[src/rtl/boot_entry_pkg.sv]
package boot_entry_pkg;

    typedef enum logic {
        VAR_SHARED    = 1'b0,
        VAR_DEDICATED = 1'b1
    } pin_variant_e;

    typedef struct packed {
        logic boot;
        logic normal;
        logic por_seen;
    } decide_state_t;

endpackage

[src/rtl/pin_sync.sv]
module pin_sync #(
    parameter int               WIDTH     = 1,
    parameter int               STAGES    = 2,
    parameter logic [WIDTH-1:0] RESET_VAL = '0
) (
    input  logic             clk,
    input  logic             arst_n,
    input  logic [WIDTH-1:0] async_i,
    output logic [WIDTH-1:0] sync_o,
    output logic [WIDTH-1:0] prev_o
);
    localparam int DEPTH = STAGES + 1;

    logic [WIDTH-1:0] chain_d [DEPTH];
    logic [WIDTH-1:0] chain_q [DEPTH];

    for (genvar g = 0; g < DEPTH; g++) begin : g_stage
        if (g == 0) begin : g_first
            always_comb chain_d[g] = async_i;
        end else begin : g_next
            always_comb chain_d[g] = chain_q[g-1];
        end

        always_ff @(posedge clk or negedge arst_n) begin
            if (!arst_n) chain_q[g] <= RESET_VAL;
            else         chain_q[g] <= chain_d[g];
        end
    end

    assign sync_o = chain_q[STAGES-1];
    assign prev_o = chain_q[STAGES];

endmodule

[src/rtl/edge_tally.sv]
module edge_tally #(
    parameter int EDGE_TARGET = 2,
    parameter bit FALLING     = 1'b0
) (
    input  logic clk,
    input  logic arst_n,
    input  logic strobe_s,
    input  logic strobe_prev,
    input  logic rst_low,
    input  logic clear,
    output logic reached_o
);
    localparam int CNT_W = $clog2(EDGE_TARGET + 1);

    typedef struct packed {
        logic [CNT_W-1:0] cnt;
    } tally_t;

    tally_t tally_d, tally_q;
    logic   qual_edge;

    assign qual_edge = FALLING ? (~strobe_s & strobe_prev) : (strobe_s & ~strobe_prev);

    always_comb begin
        tally_d = tally_q;
        if (clear) begin
            tally_d.cnt = '0;
        end else if (qual_edge && rst_low && (tally_q.cnt != CNT_W'(EDGE_TARGET))) begin
            tally_d.cnt = tally_q.cnt + CNT_W'(1);
        end
    end

    always_ff @(posedge clk or negedge arst_n) begin
        if (!arst_n) tally_q <= '0;
        else         tally_q <= tally_d;
    end

    assign reached_o = (tally_q.cnt == CNT_W'(EDGE_TARGET));

    AST_TALLY_SATURATE: assert property (@(posedge clk) disable iff (!arst_n)
        (reached_o && !clear) |=> reached_o);
    AST_TALLY_FROZEN_HIGH: assert property (@(posedge clk) disable iff (!arst_n)
        (!rst_low && !clear) |=> $stable(tally_q.cnt));

endmodule

[src/rtl/boot_entry_detect.sv]
module boot_entry_detect
    import boot_entry_pkg::*;
#(
    parameter pin_variant_e VARIANT     = VAR_SHARED,
    parameter int           EDGE_TARGET = 2,
    parameter int           SYNC_STAGES = 2
) (
    input  logic clk,
    input  logic arst_n,
    input  logic rst_pin_n,
    input  logic strobe_pin,
    input  logic dbg_owns,
    input  logic por_event,
    input  logic nmi_mode,
    output logic boot_start,
    output logic normal_start,
    output logic test_mode
);
    localparam logic STROBE_IDLE = (VARIANT == VAR_DEDICATED);

    logic [1:0] pins_s, pins_prev;
    logic       rst_s, rst_prev, strobe_s, strobe_prev;
    logic       rel_rise, rel_fall, level_ok, reached, por_hit, boot_ok;
    decide_state_t st_d, st_q;

    pin_sync #(
        .WIDTH     (2),
        .STAGES    (SYNC_STAGES),
        .RESET_VAL ({STROBE_IDLE, 1'b1})
    ) u_sync (
        .clk     (clk),
        .arst_n  (arst_n),
        .async_i ({strobe_pin, rst_pin_n}),
        .sync_o  (pins_s),
        .prev_o  (pins_prev)
    );

    assign rst_s       = pins_s[0];
    assign rst_prev    = pins_prev[0];
    assign strobe_s    = pins_s[1];
    assign strobe_prev = pins_prev[1];

    assign rel_rise = rst_s & ~rst_prev;
    assign rel_fall = ~rst_s & rst_prev;

    edge_tally #(
        .EDGE_TARGET (EDGE_TARGET),
        .FALLING     (VARIANT == VAR_DEDICATED)
    ) u_tally (
        .clk         (clk),
        .arst_n      (arst_n),
        .strobe_s    (strobe_s),
        .strobe_prev (strobe_prev),
        .rst_low     (~rst_s),
        .clear       (rel_fall),
        .reached_o   (reached)
    );

    assign level_ok = (VARIANT == VAR_DEDICATED) ? ~strobe_s : strobe_s;
    assign por_hit  = por_event | st_q.por_seen;
    assign boot_ok  = rel_rise & reached & level_ok & ~dbg_owns & ~nmi_mode & ~por_hit;

    always_comb begin
        st_d = st_q;
        if (por_event)     st_d.por_seen = 1'b1;
        else if (rel_fall) st_d.por_seen = 1'b0;
        st_d.boot   = boot_ok;
        st_d.normal = rel_rise & ~boot_ok;
    end

    always_ff @(posedge clk or negedge arst_n) begin
        if (!arst_n) st_q <= '0;
        else         st_q <= st_d;
    end

    assign boot_start   = st_q.boot;
    assign normal_start = st_q.normal;

    if (VARIANT == VAR_SHARED) begin : g_shared_tm
        assign test_mode = strobe_s & ~reached;
    end else begin : g_dedicated_tm
        assign test_mode = 1'b0;
    end

    AST_EXCLUSIVE_START: assert property (@(posedge clk) disable iff (!arst_n)
        !(boot_start && normal_start));
    AST_SINGLE_CYCLE: assert property (@(posedge clk) disable iff (!arst_n)
        (boot_start || normal_start) |=> !(boot_start || normal_start));
    AST_QUIET_WHILE_LOW: assert property (@(posedge clk) disable iff (!arst_n)
        !rst_s |=> !(boot_start || normal_start));
    AST_BOOT_NEEDS_COUNT: assert property (@(posedge clk) disable iff (!arst_n)
        boot_start |-> $past(reached));
    AST_BOOT_LEVEL: assert property (@(posedge clk) disable iff (!arst_n)
        boot_start |-> $past(level_ok));
    AST_BOOT_INHIBIT: assert property (@(posedge clk) disable iff (!arst_n)
        boot_start |-> (!$past(dbg_owns) && !$past(nmi_mode) && !$past(por_event)));

endmodule

[config.mk]
export PLATFORM = sky130hd
export DESIGN_NAME = boot_entry_detect
export DESIGN_NICKNAME = d
export VERILOG_FILES = /design/src/rtl/boot_entry_pkg.sv /design/src/rtl/pin_sync.sv /design/src/rtl/edge_tally.sv /design/src/rtl/boot_entry_detect.sv
export SDC_FILE = /design/constraint.sdc
export NUM_CORES = 1
export LEC_CHECK = 0
export ABC_AREA = 1
export BUFFER_PORTS_ARGS = -buffer_cell sky130_fd_sc_hd__buf_2
export CORE_MARGIN = 8
export CORE_UTILIZATION = 30
export CTS_BUF_LIST = sky130_fd_sc_hd__clkbuf_16
export DETAILED_ROUTE_END_ITERATION = 12
export GPL_TIMING_DRIVEN = 0
export PLACE_DENSITY_LB_ADDON = 0.2
export REMOVE_ABC_BUFFERS = 1
export SLEW_MARGIN = 40
export SYNTH_ARGS = -nofsm -noshare
export SYNTH_HDL_FRONTEND = slang
export SYNTH_SLANG_ARGS = --single-unit
[constraint.sdc]
create_clock -name clk -period 1.7 [get_ports clk]
set_input_delay 0.425 -clock clk [delete_from_list [all_inputs] [get_ports clk]]
set_output_delay 0.425 -clock clk [all_outputs]
set_load 0.05 [all_outputs]
==> Yosys cells after proc, flatten, opt, wreduce, memory -nomap -nowiden <==
Cells that the tools add are included.
{ "word_totals": {"latch_bits": 0, "word_cells": 37, "mem_bits_ro": 0, "input_bits": 7, "out_inout_bits": 3, "ram_bits": 0, "mem_count": 0, "register_bits": 11} }
{ "op_classes": {"muxes": 4, "eq_ne": 2, "shifts": 0, "addsub": 1, "multipliers": 0, "n_div": 0, "n_reduce_logical": 4, "magnitude_cmp": 0, "bitwise": 19} }
{ "ops": {"columns": ["cell", "count"], "rows": [
  ["$and 1x1->1", 10],
  ["$not 1->1", 8],
  ["$mux 2", 2],
  ["$reduce_bool 2->1", 2],
  ["$add 2x1->2 const B", 1],
  ["$eq 2x2->1 const B", 1],
  ["$logic_and 1x1->1", 2],
  ["$mux 1", 2],
  ["$ne 2x2->1 const B", 1],
  ["$or 1x1->1", 1]
]} }

==> Logic depth before layout (Yosys ltp) <==
{ "depth": {"depth_word": 9, "depth_mapped": 6, "depth_no_buf": 6} }

==> Hierarchy <==
From an unflattened synthesis, not the netlist that was laid out.
{ "unflattened": {"hier_cells": 45, "hier_area_um2": 444.2} }
{ "modules_own_cells": {"columns": ["mod", "cells_each", "seq_area_each_um2", "instances", "area_per_inst_um2"], "rows": [
  ["pin_sync", 8, 153.9, 1, 168.9],
  ["boot_entry_detect", 21, 75.1, 1, 153.9],
  ["edge_tally", 16, 50.0, 1, 121.4]
]} }

==> Worst setup path before layout <==
No wires, ideal clock.
{ "synth_path": {"path_type": "flip-flop to output port", "from": "register u_tally.tally_q[0] (netlist bit)", "to": "output port test_mode", "arrival_time_ps": 917, "n_path_buf": 0, "stages_incl_launch_ff": 4, "setup_slack_ps": 358, "cell_sequence": "dfrtp_1 > inv_1 > ha_1 > nor2_4"} }
{ "synth_between": {"elab_chain_len": 3} }
{ "synth_rtl": {"columns": ["item", "line_no", "rtl"], "rows": [
  ["start, declared", "edge_tally.sv:19", "tally_t tally_d, tally_q;"],
  ["start signal, assigned", "edge_tally.sv:35", "else tally_q <= tally_d;"],
  ["$eq 2x2->1", "edge_tally.sv:38", "assign reached_o = (tally_q.cnt == CNT_W'(EDGE_TARGET));"],
  ["$not 1->1", "boot_entry_detect.sv:80", "assign test_mode = strobe_s & ~reached;"],
  ["$and 1x1->1", "boot_entry_detect.sv:80", null],
  ["end, declared", "boot_entry_detect.sv:17", "output logic test_mode"]
]} }
Every way passes these cells.

==> Final worst setup path <==
Ends and elaborated chain as after synthesis.

==> impl_metrics.env <==
export IMPL_outcome="complete, no violations"
export IMPL_nNetsFinal=57
export IMPL_critPathKind="reg -> out"
export IMPL_cts_sinks=11
export IMPL_end_kind="output pin"
export IMPL_final_max_slew_viol_count=0
export IMPL_min_path_type="in -> async"
export IMPL_timing_setup_tns_ns=0
export IMPL_n_fill_cell=125
export IMPL_dieWidth_um=52.71
export IMPL_cts_tree="yes"
export IMPL_routed_wirelength_um=747
export IMPL_finalPower_uw=762.8
export IMPL_avgSynthCellArea_um2=11.55
export IMPL_pwr_density_cell_nw_per_um2=1379
export IMPL_ys_ff_latch=11
export IMPL_cp_cell_sequence="inv_1 -> ha_1 -> nor2_4 -> buf_6"
export IMPL_clock_path_buffers=2
export IMPL_via_per_inst=4.540
export IMPL_cts_buffers=3
export IMPL_die_area_um2=2778
export IMPL_hold_violations=0
export IMPL_period_share_pct=96.76
export IMPL_yosys_warnings=0
export IMPL_numPortBuffers=9
export IMPL_detail_route_antenna_nets=0
export IMPL_setup_slack_ns=0.05505
export IMPL_ios=10
export IMPL_r2r_start="u_tally.tally_q[0]$_DFFE_PN0P_"
export IMPL_synth_top_area_share_pct=49.54
export IMPL_place_congestion=0.6588
export IMPL_period_minus_slack_ns=1.645
export IMPL_worst_slew_pin_slew_ns=0.2468
export IMPL_drive_gt1_share_pct=37.50
export IMPL_ys_top_cells_by_area="dfrtp_1 50%, dfstp_2 20%, inv_1 4.6%"
export IMPL_clock_latency_ns=0.23
export IMPL_clk_pin_slew_worst_paths_ns=0.04
export IMPL_regToRegSetupSlack_ns=0.56
export IMPL_peakVddDrop_mv=0.7258
export IMPL_rows=13
export IMPL_r2r_end="u_tally.tally_q[1]$_DFFE_PN0P_"
export IMPL_synth_cell_types=12
export IMPL_drc_errors=0
export IMPL_required_ns=1.27
export IMPL_dr_pass1_iters=5
export IMPL_coreArea_um2=1285
export IMPL_syn_inst=35
export IMPL_dp_hpwl_um=593.1
export IMPL_cap_violations=0
export IMPL_syn_cell_area_um2=404.1
export IMPL_die_height_um=52.71
export IMPL_seqCellArea_um2=279.0
export IMPL_yosysTopAreaCell="dfrtp_1"
export IMPL_diodes=0
export IMPL_p_leak_uw=0.0002848
export IMPL_post_cts_buffers=0
export IMPL_grt_pass1_vias=320
export IMPL_gr_total_overflow=0
export IMPL_yosysSeqAreaShare_pct=69.04
export IMPL_grt_pass1_wl_mm=1.214
export IMPL_crit_fanout=4
export IMPL_cts_root_buf="clkbuf_16"
export IMPL_via_count=286
export IMPL_antenna_found_initial=0
export IMPL_fmax_ghz=0.6079
export IMPL_wl_per_cell_um=11.86
export IMPL_grt_usage_pct=5.950
export IMPL_dp_slack_ns=0.2125
export IMPL_multiInputGateArea_um2=106.4
export IMPL_skew_ns=0.001500
export IMPL_worst_setup_path_start_kind="register"
export IMPL_initial_core_util_pct=31.45
export IMPL_grt_max_degree=12
export IMPL_rsz0062_at_grt="false"
export IMPL_setup_viol=0
export IMPL_cp_slowest_cell="dfrtp_1"
export IMPL_htreeDepth=1
export IMPL_critPathMaxStageDelay_ns=0.35
export IMPL_relSlewSlack_pct=83.54
export IMPL_reg2regPathDepth=6
export IMPL_area_growth_pct=36.84
export IMPL_cp_arrival_ns=1.22
export IMPL_drt_iter0_drc=4
==> registers in the layout (all words and copies together), names as in the netlist <==
register	flops
st_q	1
u_tally.tally_q	2
boot_start	1
normal_start	1
u_sync.chain_d	2
u_sync.sync_o	2
u_sync.prev_o	2
==> cell usage in the layout (no fill, tap or decap) <==
cell       n
inv_1      6
dfstp_2    3
buf_6      1
nor2_4     1
nor2_1     4
ha_1       1
nand2_1    5
nor2_2     1
nand3_1    2
a21o_1     1
dfrtp_1    8
buf_2      8
nand2_2    1
clkbuf_16  3
nand4_1    3
==> area by class of cell <==
type / instances / share of cell area [%]
Clock buffer: 3 / 13.57
Clock inverter: 1 / 0.6787
Inverter: 5 / 3.394
Multi-Input combinational cell: 19 / 19.23
Sequential cell: 11 / 50.45
Tap cell: 15 / 3.394
Timing Repair Buffer: 9 / 9.276
==> cells in the mapped netlist <==
cell type / number
a21o_1: 1
dfrtp_1: 8
dfstp_2: 3
ha_1: 1
inv_1: 5
nand2_1: 5
nand2_2: 1
nand3_1: 2
nand4_1: 3
nor2_1: 4
nor2_2: 1
nor2_4: 1
==> worst max-delay path: cells and delay by family (launching register included) <==
kind / cells / cell delay (ns)
DFF: 1 / 0.35
buffers and inverters: 2 / 0.24
adders and majority gates: 1 / 0.25
and+or+nand+nor: 1 / 0.16
==> layer usage <==
layer / wire (um) / GRT usage [%] / vias up
met2: 419 / 10.28 / 6
li1: - / - / 139
met4: 0 / 3.879 / 0
met1: 277 / 5.246 / 141
met5: 0 / 0 / -
met3: 50 / 3.125 / 0
==> cell families after synthesis <==
group	after synthesis	synth area share, %
adder cells (fa/ha/maj)	1	3.095
buffers and inverters	5	4.644
AO/OA/AOI/OAI	1	1.858
flip-flops	11	69.04
AND/OR/NAND/NOR	17	21.36
==> worst max-delay path by stage <==
| stage | startpoint | to | slack [ns] |
|---|---|---|---|
| after global placement | u_tally.tally_q[0]$_DFFE_PN0P_ | test_mode | 0.25 |
| final | u_tally.tally_q[0]$_DFFE_PN0P_ | test_mode | 0.06 |
| after floorplan | u_tally.tally_q[0]$_DFFE_PN0P_ | test_mode | 0.36 |
| after detailed placement | u_tally.tally_q[0]$_DFFE_PN0P_ | test_mode | 0.21 |
| after CTS | u_tally.tally_q[0]$_DFFE_PN0P_ | test_mode | 0.02 |
| after global routing | u_tally.tally_q[0]$_DFFE_PN0P_ | test_mode | 0.02 |
==> what timing repair did <==
item,CTS,global route
hold buffers,0,0
hold endpoints to repair,0,0
gates resized for setup,1,1
setup endpoints to repair,1,1
==> power breakdown <==
| group | leakage [uW] | switching [uW] | internal (uW) |
|---|---|---|---|
| combinational | 0.000112 | 38.2 | 21.5 |
| clock | 0.0000423 | 106 | 308 |
| sequential | 0.000130 | 8.35 | 281 |
| total | 0.000285 | 152 | 610 |
==> through the flow <==
step	std cells	util [%]	hold slack (ns)	area (um2)
detailed placement	59	36.42	0.3061	467.9
floorplan	35	-	0.1294	404.1
CTS	63	42.75	0.05875	549.3
global route	63	43.04	0.06930	553.0
global placement	59	36.42	0.2971	467.9
finish	63	43.04	0.05368	553.0
(Power assumes the default switching activity.)
